===== src/rtl/usbrx_pkg.sv =====
package usbrx_pkg;
    typedef enum logic [1:0] {
        ST_HUNT  = 2'd0,
        ST_RECV  = 2'd1,
        ST_ENDP  = 2'd2,
        ST_DRAIN = 2'd3
    } rx_state_t;

    typedef enum logic [1:0] {
        END_CLEAN = 2'd0,
        END_STUFF = 2'd1,
        END_ALIGN = 2'd2,
        END_ELAS  = 2'd3
    } end_kind_t;
endpackage


===== src/rtl/usbrx_nrzi.sv =====
module usbrx_nrzi (
    input  logic clk,
    input  logic rst_n,
    input  logic bit_valid,
    input  logic line_bit,
    output logic dec_bit
);
    logic prev_q;

    always_ff @(posedge clk or negedge rst_n) begin
        if (!rst_n)         prev_q <= 1'b1;
        else if (bit_valid) prev_q <= line_bit;
    end

    assign dec_bit = (line_bit == prev_q);

    // two back-to-back qualified bits decode by level equality
    assert_nrzi_R3: assert property (@(posedge clk) disable iff (!rst_n)
        ($past(rst_n) && bit_valid && $past(bit_valid))
            |-> (dec_bit == (line_bit == $past(line_bit))));
endmodule


===== src/rtl/usbrx_runs.sv =====
module usbrx_runs #(
    parameter int MIN_ZEROS = 5,
    parameter int RUN_LIMIT = 6,
    parameter int ZW = $clog2(MIN_ZEROS + 1),
    parameter int OW = $clog2(RUN_LIMIT + 2)
) (
    input  logic clk,
    input  logic rst_n,
    input  logic bit_valid,
    input  logic dec_bit,
    input  logic restart,
    output logic zeros_ok,
    output logic run_full
);
    logic [ZW-1:0] zeros_q;
    logic [OW-1:0] ones_q;

    always_ff @(posedge clk or negedge rst_n) begin
        if (!rst_n) begin
            zeros_q <= '0;
            ones_q  <= '0;
        end else if (bit_valid) begin
            if (dec_bit)                         zeros_q <= '0;
            else if (zeros_q != ZW'(MIN_ZEROS))  zeros_q <= zeros_q + ZW'(1);

            if (restart || !dec_bit)             ones_q <= '0;
            else if (ones_q != OW'(RUN_LIMIT+1)) ones_q <= ones_q + OW'(1);
        end
    end

    assign zeros_ok = (zeros_q == ZW'(MIN_ZEROS));
    assign run_full = (ones_q == OW'(RUN_LIMIT));
endmodule


===== src/rtl/usbrx_packer.sv =====
module usbrx_packer #(
    parameter int BYTE_W = 8,
    parameter int CW = $clog2(BYTE_W)
) (
    input  logic              clk,
    input  logic              rst_n,
    input  logic              restart,
    input  logic              take,
    input  logic              bit_in,
    output logic [BYTE_W-1:0] byte_out,
    output logic              full,
    output logic [CW-1:0]     fill
);
    logic [BYTE_W-1:0] sh_q;

    assign byte_out = {bit_in, sh_q[BYTE_W-1:1]};
    assign full     = take && (fill == CW'(BYTE_W-1));

    always_ff @(posedge clk or negedge rst_n) begin
        if (!rst_n) begin
            sh_q <= '0;
            fill <= '0;
        end else if (restart) begin
            fill <= '0;
        end else if (take) begin
            sh_q <= {bit_in, sh_q[BYTE_W-1:1]};
            fill <= full ? '0 : fill + CW'(1);
        end
    end
endmodule


===== src/rtl/usb_rx_deser.sv =====
module usb_rx_deser
    import usbrx_pkg::*;
#(
    parameter int BYTE_W         = 8,
    parameter int MIN_SYNC_ZEROS = 5,
    parameter int STUFF_RUN      = 6
) (
    input  logic              clk,
    input  logic              rst_n,
    input  logic              line_bit,
    input  logic              bit_valid,
    input  logic              elas_over,
    input  logic              elas_under,
    output logic              link_dir,
    output logic              link_nxt,
    output logic [BYTE_W-1:0] link_data,
    output logic              rx_active,
    output logic              rx_err,
    output logic [1:0]        rx_err_kind
);
    localparam int CW = $clog2(BYTE_W);

    rx_state_t   state_q, state_n;
    end_kind_t   end_kind, kind_q;
    logic        dec_bit, zeros_ok, run_full;
    logic        restart, take, full;
    logic        elas;
    logic [CW-1:0]     fill;
    logic [BYTE_W-1:0] byte_w;

    assign elas = elas_over || elas_under;

    usbrx_nrzi u_nrzi (
        .clk(clk), .rst_n(rst_n), .bit_valid(bit_valid),
        .line_bit(line_bit), .dec_bit(dec_bit)
    );

    usbrx_runs #(.MIN_ZEROS(MIN_SYNC_ZEROS), .RUN_LIMIT(STUFF_RUN)) u_runs (
        .clk(clk), .rst_n(rst_n), .bit_valid(bit_valid), .dec_bit(dec_bit),
        .restart(restart), .zeros_ok(zeros_ok), .run_full(run_full)
    );

    usbrx_packer #(.BYTE_W(BYTE_W)) u_pack (
        .clk(clk), .rst_n(rst_n), .restart(restart), .take(take),
        .bit_in(dec_bit), .byte_out(byte_w), .full(full), .fill(fill)
    );

    // next-state and datapath control
    always_comb begin
        state_n  = state_q;
        end_kind = END_CLEAN;
        restart  = 1'b0;
        take     = 1'b0;
        unique case (state_q)
            ST_HUNT: begin
                if (bit_valid && dec_bit && zeros_ok) begin
                    state_n = ST_RECV;
                    restart = 1'b1;
                end
            end
            ST_RECV: begin
                if (elas) begin
                    state_n  = ST_ENDP;
                    end_kind = END_ELAS;
                end else if (!bit_valid) begin
                    state_n  = ST_ENDP;
                    end_kind = (fill == '0) ? END_CLEAN : END_ALIGN;
                end else if (run_full && dec_bit) begin
                    state_n  = ST_ENDP;
                    end_kind = (fill == CW'(STUFF_RUN)) ? END_CLEAN : END_STUFF;
                end else begin
                    take = !run_full;
                end
            end
            ST_ENDP:  state_n = ST_DRAIN;
            ST_DRAIN: if (!bit_valid) state_n = ST_HUNT;
        endcase
    end

    // state register
    always_ff @(posedge clk or negedge rst_n) begin
        if (!rst_n) state_q <= ST_HUNT;
        else        state_q <= state_n;
    end

    // output register
    always_ff @(posedge clk or negedge rst_n) begin
        if (!rst_n) begin
            link_nxt  <= 1'b0;
            link_data <= '0;
            kind_q    <= END_CLEAN;
            rx_err    <= 1'b0;
        end else begin
            link_nxt <= full;
            if (full) link_data <= byte_w;
            kind_q   <= (state_n == ST_ENDP) ? end_kind : END_CLEAN;
            rx_err   <= (state_n == ST_ENDP) && (end_kind != END_CLEAN);
        end
    end

    assign link_dir    = (state_q == ST_RECV) || (state_q == ST_ENDP);
    assign rx_active   = (state_q == ST_RECV);
    assign rx_err_kind = kind_q;

    assert_nxt_in_dir_R5: assert property (@(posedge clk) disable iff (!rst_n)
        link_nxt |-> link_dir);
    assert_dir_leads_R5: assert property (@(posedge clk) disable iff (!rst_n)
        $rose(link_dir) |-> !link_nxt);
    assert_err_window_R9: assert property (@(posedge clk) disable iff (!rst_n)
        rx_err |-> (link_dir && !rx_active));
    assert_release_R9: assert property (@(posedge clk) disable iff (!rst_n)
        (state_q == ST_ENDP) |=> (!link_dir && !rx_err));
    assert_stuff_drop_R4: assert property (@(posedge clk) disable iff (!rst_n)
        (state_q == ST_RECV && bit_valid && run_full && !dec_bit && !elas)
            |=> !link_nxt);
    assert_sync_gate_R1: assert property (@(posedge clk) disable iff (!rst_n)
        (state_q == ST_HUNT && !zeros_ok) |=> !link_dir);
endmodule


===== config.mk =====
export PLATFORM = sky130hd
export DESIGN_NAME = usb_rx_deser
export DESIGN_NICKNAME = d
export VERILOG_FILES = /design/src/rtl/usbrx_pkg.sv /design/src/rtl/usbrx_nrzi.sv /design/src/rtl/usbrx_runs.sv /design/src/rtl/usbrx_packer.sv /design/src/rtl/usb_rx_deser.sv
export SDC_FILE = /design/constraint.sdc
export NUM_CORES = 1
export LEC_CHECK = 0
export CORE_UTILIZATION = 59
export CTS_BUF_LIST = sky130_fd_sc_hd__clkbuf_8
export DETAILED_ROUTE_END_ITERATION = 10
export DONT_BUFFER_PORTS = 1
export GPL_TIMING_DRIVEN = 0
export PLACE_DENSITY = 0.81
export SETUP_SLACK_MARGIN = 0.02
export SKIP_LAST_GASP = 1
export SYNTH_ARGS = -nofsm -noshare
export SYNTH_HDL_FRONTEND = slang
export SYNTH_SLANG_ARGS = --single-unit

===== constraint.sdc =====
create_clock -name clk -period 1.84 [get_ports clk]
set_clock_uncertainty 0.15 [all_clocks]
set_input_delay 0.184 -clock clk [delete_from_list [all_inputs] [get_ports clk]]
set_output_delay 0.184 -clock clk [all_outputs]
set_load 0.02 [all_outputs]

==> summary.md <==
| Metric | Value |
|---|---|
| Crit path cell chain | `xor2_4 > nor2_2 > or2_1 > buf_6 > mux2_4` |
| Final Cycle Share | `1.02` |
| Pin count of the biggest net entering global routing | `32` |
| Outcome | `finished, violations left` |
| Final ANT Viol Nets | `0` |
| Die Width | `~54 microns` |
| Syn Inst Count | `137` |
| Setup crit start kind | `flop` |
| Clock Latency Late Sink | `0.29 ns` |
| Initial antenna violation count | `0` |
| Total grt overflow | `0` |
| CORE AREA | `2500 sq um` |
| Initial Util | `0.631` |
| Top sig layer | `met4` |
| Fillers | `about 130` |
| Hpwl dp | `1830 microns` |
| Net Count, Synth | `157` |
| Num Clock Sinks | `31` |
| Combinational fraction of design power | `0.381` |
| Hold Path Class | `input port to flop` |
| Vias in the first global route | `1071` |
| Area grow syn2layout | `29.0%` |
| Average vias per placed instance | `5.99` |
| Clock Power Share | `0.259` |
| Fmax | `533 MHz` |
| Ant diodes | `0` |
| Psw | `approximately 940 uW` |
| Critical Path End Type | `flop` |
| Worst Path Max Fanout | `8` |
| Mean Syn Cell Area | `~12 sq um` |
| Most common cell after layout, fill and taps aside | `dfrtp_1` |
| Routed WL | `3640 microns` |
| Total leakage power | `between 0.9 and 1 nW` |
| Clock Path Buffers | `2` |
| Switching share of power | `0.349` |
| I/O Pins | `20` |
| Slowest Stage Delay on Critical Path | `0.64 ns` |
| Clk pin slew, worst setup/hold paths | `approximately 0.070 ns` |
| Synth top area share | `0.476` |
| Post-synthesis sequential area ratio | `0.493` |
| Initial DRC count | `13` |
| CP delay by family, top | `flip-flops` |
| Vias after detailed routing | `1180` |
| GP Congestion | `0.773` |
| First-pass GRT wire length | `4620 microns` |
| Total die area | `between 2000 and 3000 sq um` |
| Per-cell routed wire length | `18.5 microns` |
| Largest area contributor in the synthesized netlist | `dfrtp_1` |
| Nets | `186` |
| Failing checks | `setup timing` |
| Seq pwr share | `0.360` |
| Final worst setup slack | `-0.0353 ns` |
| Synthesized flop and latch total | `31` |
| Most frequent cells in the layout | `30 x dfrtp_1, 17 x buf_4, 13 x nand2_1, 10 x ha_1, 9 x o21ai_0` |
| FP Rows | `18` |
| Root buffer selected by CTS | `clkbuf_8` |
| M1 WL | `1350 microns` |
| Setup violators final | `7` |
| Buffers and inverters on the worst path | `1` |
| Synth area leaders | `dfrtp_1 48%, ha_1 11%, mux2_4 5.7%` |
| Critical path type | `flop to flop` |
| Post-Syn Area | `1580 sq um` |
| Die Y | `53.7 microns` |
| H-tree levels | `2` |
| Met2 Wirelength | `1950 microns` |
| Drc violations | `0` |
| Routed wl met3 | `163 microns` |
| Pwr Density | `around 1300 nW/um^2` |
| GRT Util Overall | `0.233` |
| Synth unique cells | `32` |
| Buffers on Ports | `0` |
| Layout cell share with drive strength beyond 1 | `0.377` |
| Final hold vios | `0` |
| Slew @ Worst Pin | `roughly 0.41 ns` |
| Peak VDD IR | `1250 uV` |
| WP data arrival | `between 1.5 and 2 ns` |
| Cell-internal power | `1.76 mW` |
| Unrepaired setup endpoints after global routing | `yes` |
| Minimum clock period | `about 1.9 ns` |
| Slew HR | `0.727` |
| Crit-path slowest cell | `dfstp_2` |
| Setup TNS | `-0.216 ns` |
| Data required, critical path | `1.86 ns` |
| Max-cap violations | `0` |
| CTS Buf Count | `5` |
| Fin. max-slew vios | `0` |
| CTS tree | `done` |
| Initial DRT Pass Iterations | `4` |
| Ys Warns | `0` |
| Final core utilization | `0.814` |
==> metal layers <==
| metal | track usage | up-vias |
|---|---|---|
| li1 | - | 534 |
| met1 | 0.258 | 586 |
| met2 | 0.387 | 41 |
| met3 | 0.0819 | 19 |
| met4 | 0.123 | 0 |
| met5 | 0 | - |
==> final cells by class <==
cell class,count,area [sq um],share of cell area
clock inverters,2,35.0,0.0172
flip-flops and latches,31,777,0.382
well taps,30,37.5,0.0185
inverters,9,33.8,0.0166
plain buffers,3,26.3,0.0129
clock buffers,6,82.6,0.0406
repair buffers,22,189,0.0929
multi-input cells,94,853,0.419
==> worst register-to-register path, stage by stage, from the launching register on <==
cell and delay [ns]:
dfstp_2 0.64, xor2_4 0.22, nor2_2 0.07, or2_1 0.23, buf_6 0.15, mux2_4 0.29
==> logic make-up (layout without fill, tap and decap cells) <==
logic type / Yosys count / count (layout) / synth area share
adder cells (fa/ha/maj): 14 / 14 / 0.111
multiplexers: 14 / 14 / 0.114
XOR/XNOR: 2 / 2 / 0.0159
AO/OA/AOI/OAI: 24 / 24 / 0.0944
AND/OR/NAND/NOR: 40 / 40 / 0.137
buffers and inverters: 12 / 42 / 0.0341
flip-flops: 31 / 31 / 0.493
==> power by group through the flow <==
stage	combinational, mW	clock [mW]	sequential (mW)
after floorplan	0.521	0	0.956
after global routing	1.10	0.736	0.989
after detailed placement	0.620	0	0.991
after global placement	0.587	0	0.978
after CTS	0.739	0.707	0.969
final	1.03	0.699	0.973
==> worst paths after layout <==
kind,startpoint,slack [ns],cells after the start,end
worst min register to register,u_pack.sh_q[1],0.38,1,u_pack.sh_q[1]
worst min-delay path,elas_over,0.03,2,rx_err_kind[0]
worst max register to register,u_nrzi.prev_q,-0.04,5,u_pack.sh_q[6]
min in group asynchronous,rst_n,0.18,2,u_pack.sh_q[5]
max in group asynchronous,rst_n,1.12,2,u_nrzi.prev_q
worst max-delay path,u_nrzi.prev_q,-0.04,5,u_pack.sh_q[6]
==> flip-flops by register name (all words and copies together) (netlist names) <==
register        cells
rx_err_kind         2
link_nxt            1
u_nrzi.prev_q       1
link_data           8
rx_err              1
u_pack.sh_q         7
state_q             2
u_runs.ones_q       3
u_runs.zeros_q      3
u_pack.fill         3
==> what timing repair did <==
item                                    in CTS  in global routing
gates resized for setup                      4                 17
buffers inserted                             8                  9
hold buffers                                 4                  0
pin swaps                                    4                 12
hold endpoints to repair                    33                  0
cloned                                       0                  1
endpoints found under the setup margin      15                 16
==> cells in the mapped netlist, drive strengths merged <==
cell type  number
or2             2
a21o            1
inv             9
nand2          14
a211oi          2
nand4           4
buf             2
nor3            2
xnor2           1
xor2            1
a21bo           1
and3            1
nor2            8
nand3           5
clkbuf          1
a21oi           8
nand4b          1
mux2           14
dfstp           1
dfrtp          30
nor2b           1
nor3b           2
ha             14
a32oi           1
o21ai           9
o21a            2
==> through the flow <==
stage          worst slack [ns]  total power, mW  cells  instance area, sq um  hold slack (ns)
2_1_floorplan            0.0454             1.48    137                  1590           -0.262
3_3_place_gp             -0.107             1.56    167                  1630           -0.261
3_5_place_dp             -0.146             1.61    167                  1630           -0.261
4_1_cts                 0.00305             2.41    187                  1870          0.00962
5_1_grt                 -0.0844             2.83    197                  2030           0.0406
6_report                -0.0353             2.70    197                  2030           0.0298
(Power assumes the default switching activity.)
